## src/rtl/ssp_pkg.sv

```systemverilog
package ssp_pkg;

    localparam int SSP_DATA_W_DEF = 8;
    localparam int SSP_HALF_DEF   = 3;

    typedef enum logic {
        PH_LOW  = 1'b0,
        PH_HIGH = 1'b1
    } ssp_phase_e;

endpackage

```

## src/rtl/ssp_clk_phase.sv

```systemverilog
module ssp_clk_phase #(
    parameter int HALF_CYCLES = ssp_pkg::SSP_HALF_DEF
) (
    input  logic clk,
    input  logic rst,
    input  logic load_i,
    input  logic run_i,
    output logic sclk_o,
    output logic rise_o
);
    import ssp_pkg::*;

    localparam int CW = (HALF_CYCLES > 1) ? $clog2(HALF_CYCLES) : 1;
    localparam logic [CW-1:0] LAST = CW'(HALF_CYCLES - 1);

    typedef struct packed {
        ssp_phase_e    ph;
        logic [CW-1:0] cnt;
    } tmr_t;

    tmr_t tmr_q, tmr_d;

    always_comb begin
        tmr_d  = tmr_q;
        rise_o = 1'b0;
        if (load_i) begin
            tmr_d.ph  = PH_LOW;
            tmr_d.cnt = '0;
        end else if (run_i) begin
            if (tmr_q.cnt == LAST) begin
                tmr_d.cnt = '0;
                tmr_d.ph  = (tmr_q.ph == PH_LOW) ? PH_HIGH : PH_LOW;
                rise_o    = (tmr_q.ph == PH_LOW);
            end else begin
                tmr_d.cnt = tmr_q.cnt + 1'b1;
            end
        end else begin
            tmr_d.ph  = PH_HIGH;
            tmr_d.cnt = '0;
        end
    end

    always_ff @(posedge clk) begin
        if (rst) begin
            tmr_q.ph  <= PH_HIGH;
            tmr_q.cnt <= '0;
        end else begin
            tmr_q <= tmr_d;
        end
    end

    assign sclk_o = (tmr_q.ph == PH_HIGH);

    AST_IDLE_CLK_HIGH: assert property (@(posedge clk) disable iff (rst)
        (!run_i && !load_i) |=> sclk_o) else $error("idle clock not high");

    AST_LOAD_GOES_LOW: assert property (@(posedge clk) disable iff (rst)
        load_i |=> !sclk_o) else $error("clock not low after load");

endmodule

```

## src/rtl/ssp_shift_lane.sv

```systemverilog
module ssp_shift_lane #(
    parameter int DATA_W = ssp_pkg::SSP_DATA_W_DEF
) (
    input  logic              clk,
    input  logic              rst,
    input  logic              load_i,
    input  logic [DATA_W-1:0] data_i,
    input  logic              adv_i,
    input  logic              sample_i,
    input  logic              rxd_i,
    output logic              tx_bit_o,
    output logic [DATA_W-1:0] rx_word_o
);

    typedef struct packed {
        logic [DATA_W-1:0] tx;
        logic [DATA_W-1:0] rx;
    } lane_t;

    lane_t lane_q, lane_d;

    always_comb begin
        lane_d = lane_q;
        if (load_i) begin
            lane_d.tx = data_i;
            lane_d.rx = '0;
        end else begin
            if (adv_i) begin
                lane_d.tx = {1'b1, lane_q.tx[DATA_W-1:1]};
            end
            if (sample_i) begin
                lane_d.rx = {rxd_i, lane_q.rx[DATA_W-1:1]};
            end
        end
    end

    always_ff @(posedge clk) begin
        if (rst) begin
            lane_q <= '0;
        end else begin
            lane_q <= lane_d;
        end
    end

    assign tx_bit_o  = lane_q.tx[0];
    assign rx_word_o = lane_q.rx;

    AST_LOAD_TAKES_BYTE: assert property (@(posedge clk) disable iff (rst)
        load_i |=> (tx_bit_o == $past(data_i[0]))) else $error("bit 0 not loaded");

endmodule

```

## src/rtl/sync_shift_port.sv

```systemverilog
module sync_shift_port #(
    parameter int DATA_W      = ssp_pkg::SSP_DATA_W_DEF,
    parameter int HALF_CYCLES = ssp_pkg::SSP_HALF_DEF
) (
    input  logic              clk,
    input  logic              rst,
    input  logic              start_i,
    input  logic [DATA_W-1:0] tx_byte_i,
    input  logic              rxd_i,
    output logic              busy_o,
    output logic              done_o,
    output logic [DATA_W-1:0] rx_byte_o,
    output logic              sclk_o,
    output logic              txd_o
);

    localparam int BW = $clog2(DATA_W);
    localparam logic [BW-1:0] LASTBIT = BW'(DATA_W - 1);

    typedef struct packed {
        logic              busy;
        logic              done;
        logic              adv;
        logic [BW-1:0]     bitcnt;
        logic [DATA_W-1:0] rxo;
    } ctl_t;

    ctl_t ctl_q, ctl_d;

    logic              load;
    logic              rise;
    logic              tx_bit;
    logic [DATA_W-1:0] rx_word;

    assign load = start_i & ~ctl_q.busy;

    ssp_clk_phase #(
        .HALF_CYCLES(HALF_CYCLES)
    ) u_phase (
        .clk    (clk),
        .rst    (rst),
        .load_i (load),
        .run_i  (ctl_q.busy),
        .sclk_o (sclk_o),
        .rise_o (rise)
    );

    ssp_shift_lane #(
        .DATA_W(DATA_W)
    ) u_lane (
        .clk       (clk),
        .rst       (rst),
        .load_i    (load),
        .data_i    (tx_byte_i),
        .adv_i     (ctl_q.adv & ctl_q.busy),
        .sample_i  (rise),
        .rxd_i     (rxd_i),
        .tx_bit_o  (tx_bit),
        .rx_word_o (rx_word)
    );

    always_comb begin
        ctl_d      = ctl_q;
        ctl_d.done = 1'b0;
        ctl_d.adv  = rise;
        if (load) begin
            ctl_d.busy   = 1'b1;
            ctl_d.bitcnt = '0;
        end else if (ctl_q.busy && ctl_q.adv) begin
            if (ctl_q.bitcnt == LASTBIT) begin
                ctl_d.busy = 1'b0;
                ctl_d.done = 1'b1;
                ctl_d.rxo  = rx_word;
            end else begin
                ctl_d.bitcnt = ctl_q.bitcnt + 1'b1;
            end
        end
    end

    always_ff @(posedge clk) begin
        if (rst) begin
            ctl_q <= '0;
        end else begin
            ctl_q <= ctl_d;
        end
    end

    assign busy_o    = ctl_q.busy;
    assign done_o    = ctl_q.done;
    assign rx_byte_o = ctl_q.rxo;
    assign txd_o     = ctl_q.busy ? tx_bit : 1'b1;

    AST_DONE_SINGLE: assert property (@(posedge clk) disable iff (rst)
        done_o |=> !done_o) else $error("done longer than one cycle");

    AST_DONE_ENDS_BUSY: assert property (@(posedge clk) disable iff (rst)
        done_o |-> (!busy_o && $past(busy_o))) else $error("done without busy end");

    AST_IDLE_LINES_HIGH: assert property (@(posedge clk) disable iff (rst)
        !busy_o |-> (sclk_o && txd_o)) else $error("idle lines not high");

    AST_START_IGNORED: assert property (@(posedge clk) disable iff (rst)
        (busy_o && start_i && !(ctl_q.adv && ctl_q.bitcnt == LASTBIT)) |=> busy_o)
        else $error("start while busy disturbed frame");

    AST_TXD_HOLD: assert property (@(posedge clk) disable iff (rst)
        (busy_o && $past(busy_o) && !$past(ctl_q.adv)) |-> $stable(txd_o))
        else $error("txd moved outside advance cycle");

    AST_BUSY_RAISE: assert property (@(posedge clk) disable iff (rst)
        (start_i && !busy_o) |=> busy_o) else $error("idle start not taken");

endmodule

```

## config.mk

```make
export PLATFORM = sky130hd
export DESIGN_NAME = sync_shift_port
export DESIGN_NICKNAME = d
export VERILOG_FILES = /design/src/rtl/ssp_pkg.sv /design/src/rtl/ssp_clk_phase.sv /design/src/rtl/ssp_shift_lane.sv /design/src/rtl/sync_shift_port.sv
export SDC_FILE = /design/constraint.sdc
export NUM_CORES = 1
export LEC_CHECK = 0
export CAP_MARGIN = 15
export CORE_MARGIN = 2
export CORE_UTILIZATION = 35
export CTS_CLUSTER_SIZE = 8
export DETAILED_ROUTE_END_ITERATION = 7
export PLACE_DENSITY = 0.67
export SLEW_MARGIN = 20
export SYNTH_ARGS = -nofsm -noshare
export SYNTH_HDL_FRONTEND = slang
export SYNTH_SLANG_ARGS = --single-unit
export TNS_END_PERCENT = 10
```

## constraint.sdc

```tcl
create_clock -name clk -period 1.8 [get_ports clk]
set_input_delay 0.27 -clock clk [delete_from_list [all_inputs] [get_ports clk]]
set_output_delay 0.27 -clock clk [all_outputs]
set_load 0.005 [all_outputs]
```

==> results.cfg <==
[placed_design]
gp_congestion = 0.703
dp_hpwl_um = 1520
dpl_cell_area_sq_um = 1540
dp_slack_ns = 0.201
dp_cells = 200
portBuffers = 23

[pwr]
pwr-share-seq = 0.545
p_switching_w = 0.000286
vdd_drop_max_mv = 0.431
leakage_nw = 0.701
pwr_density_cell_nw_per_um2 = 857
comb_power_share = 0.067
intPower_w = 0.00110
sw_frac_of_total = 0.206
power.share.clock = 0.388

[clocking]
clk_pin_slew_ns = 0.06
cts-root-buf = clkbuf_8
cts_tree = done
insertion_delay_ns = 0.28
cts.htree.levels = 2
cts_num_sinks = 33
cts_buffer_depth = 2
holdBufCountCts = 0
ctsResizeCount = 0
cts_inserted_buffers = 5
post_cts_buffers = 0

[critical_path]
crit_chain = clkdlybuf4s50_1
crit_slowest_cell = clkdlybuf4s50_1
r2r-start = busy_o$_SDFFE_PP0P_
arrival_ns = 1.30
cp-start-kind = flop
max_stage_delay_ns = 0.56
crit_start = busy_o$_SDFFE_PP0P_
cp_max_fo = 8
cp_num_buf_inv = 1
endpoint_kind = output port
worstSetupPathType = flop to output port
crit_family = buffers and inverters
cp.required_ns = 1.53

[final_layout]
final_area_sq_um = 1620
final_cells = 207
drive_gt1_frac = 0.0692
diodes = 0
nets = 174
syn2layout_area_growth_pct = 21.3

[sta]
finalSetupViolations = 0
slew_viol_final = 0
max_freq_mhz = 637
rsz0062_at_grt = false
slew_headroom = 0.737
period_share = 0.873
hold_viol = 0
tns_ns = 0
fin_ws_ns = 0.229
timing.hold.ws_ns = 0.410
tightestPinTransition_ns = 0.395
min_period_ns = 1.57
fin_skew_ns = 0.00250

[synth]
syn_nets = 157
synth_edf_count = 0
post-synth-top-count-cell = dfxtp_1
synth_top_cell_area_share = 0.494
ys_seq_elements = 33
yosysWarnings = 0
synth_top_area_cell = dfxtp_1
ys.flop_type = dfxtp_1
yosysSeqAreaShare = 0.494
yosys-top-cells-area = dfxtp_1 (49%), mux2i_1 (13%), nor2_1 (7.0%), buf_4 (6.7%), nand2_1 (5.1%)
syn_avg_cell_area_sq_um = 9.41
netlist_instances = 142
synth.top_cells.by_count = dfxtp_1 (33), nor2_1 (25), nand2_1 (18), mux2i_1 (17), buf_4 (12)
synth.distinct_cells = 22
synthesis.area_sq_um = 1340
async_flop_share = 0

[die]
die_y_um = 65.8
ioPinCount = 24
initial_core_util = 0.365
chipWidth_um = 65.8
die_area_sq_um = 4330
rows = 22
core_sq_um = 3660

[outcome]
outcome = complete, no violations

[worst_hold_path]
hold_class = flop to flop
hp-start = u_phase.tmr_q[0]$_SDFF_PP0_

[drt]
wl_per_cell_um = 10.8
drt_iter0_markers = 16
ant_nets = 0
route.detailed.drc = 0
vias = 970
firstDrtPassIters = 4
vias_per_cell = 4.69
wl_um = 2240

[global_route]
grt.total_usage = 0.119
grt-ovfl-total = 0
grt_pass1_vias = 877
grt_first_pass_wirelength_um = 3760
antenna_found_initial = 0
grt_max_degree = 22

[job]
maxCapViolCount = 0
path summary, 6_finish.rpt:
check	endpoint	slack, ns	cells after the start
min reg2reg	u_phase.tmr_q[0]$_SDFF_PP0_	0.41	1
max	busy_o	0.23	1
max reg2reg	u_lane.rx_word_o[2]$_SDFFE_PP0P_	0.44	3
min	u_phase.tmr_q[0]$_SDFF_PP0_	0.41	1
area by class of cell:
class                      instances  area [sq um]
fill                             349          2040
sequential                        33           661
multi-input combinational         92           558
timing repair buffer              26           253
clock buffer                       7          86.3
tap                               48          60.1
inverter                           1          3.75
cells by family after synthesis:
| family | share of synthesized area |
|---|---|
| AOI/OAI and AO/OA | 0.0843 |
| xor gates and xnor gates | 0.0131 |
| adders and majority gates | 0.0281 |
| buffers and inverters | 0.0880 |
| DFF | 0.494 |
| muxes | 0.127 |
| and+or+nand+nor | 0.165 |
stage by stage:
step | util | total power (W)
global placement | 0.419 | 0.000865
detailed placement | 0.419 | 0.000866
CTS | 0.443 | 0.00141
finish | 0.443 | 0.00139
floorplan | - | 0.000825
global route | 0.443 | 0.00145
cell usage in the layout, fill, tap and decap left out, types with 2 or more instances in the layout:
cell             instances
dfxtp_1                 33
nor2_1                  25
clkdlybuf4s50_1         23
nand2_1                 18
mux2i_1                 17
a21oi_1                  9
a211oi_1                 8
clkbuf_8                 6
ha_1                     3
buf_4                    3
nand2b_1                 2
nand3b_1                 2
registers in the layout, indices dropped and copies added (netlist names):
signal and cells:
busy_o 1, u_lane.lane_q 7, ctl_q 4, u_phase.tmr_q 2, done_o 1, u_lane.tx_bit_o 1, u_lane.rx_word_o 8, rx_byte_o 8
u_phase.sclk_o 1
metal layers:
metal,share of wire,global-route usage,wire length [um]
met1,0.46,0.130,1040
met2,0.43,0.182,963
met3,0.078,0.0477,175
met4,0.027,0.0938,61
met5,0,0,0
power by group through the flow:
| stage | Clock (W) | Sequential, W | Combinational (W) |
|---|---|---|---|
| floorplan | 0 | 0.000770 | 0.0000553 |
| global placement | 0 | 0.000774 | 0.0000917 |
| detailed placement | 0 | 0.000773 | 0.0000927 |
| CTS | 0.000556 | 0.000758 | 0.0000933 |
| global route | 0.000591 | 0.000760 | 0.000101 |
| finish | 0.000540 | 0.000758 | 0.0000927 |
No activity file was read; power rests on OpenSTA's default activity.
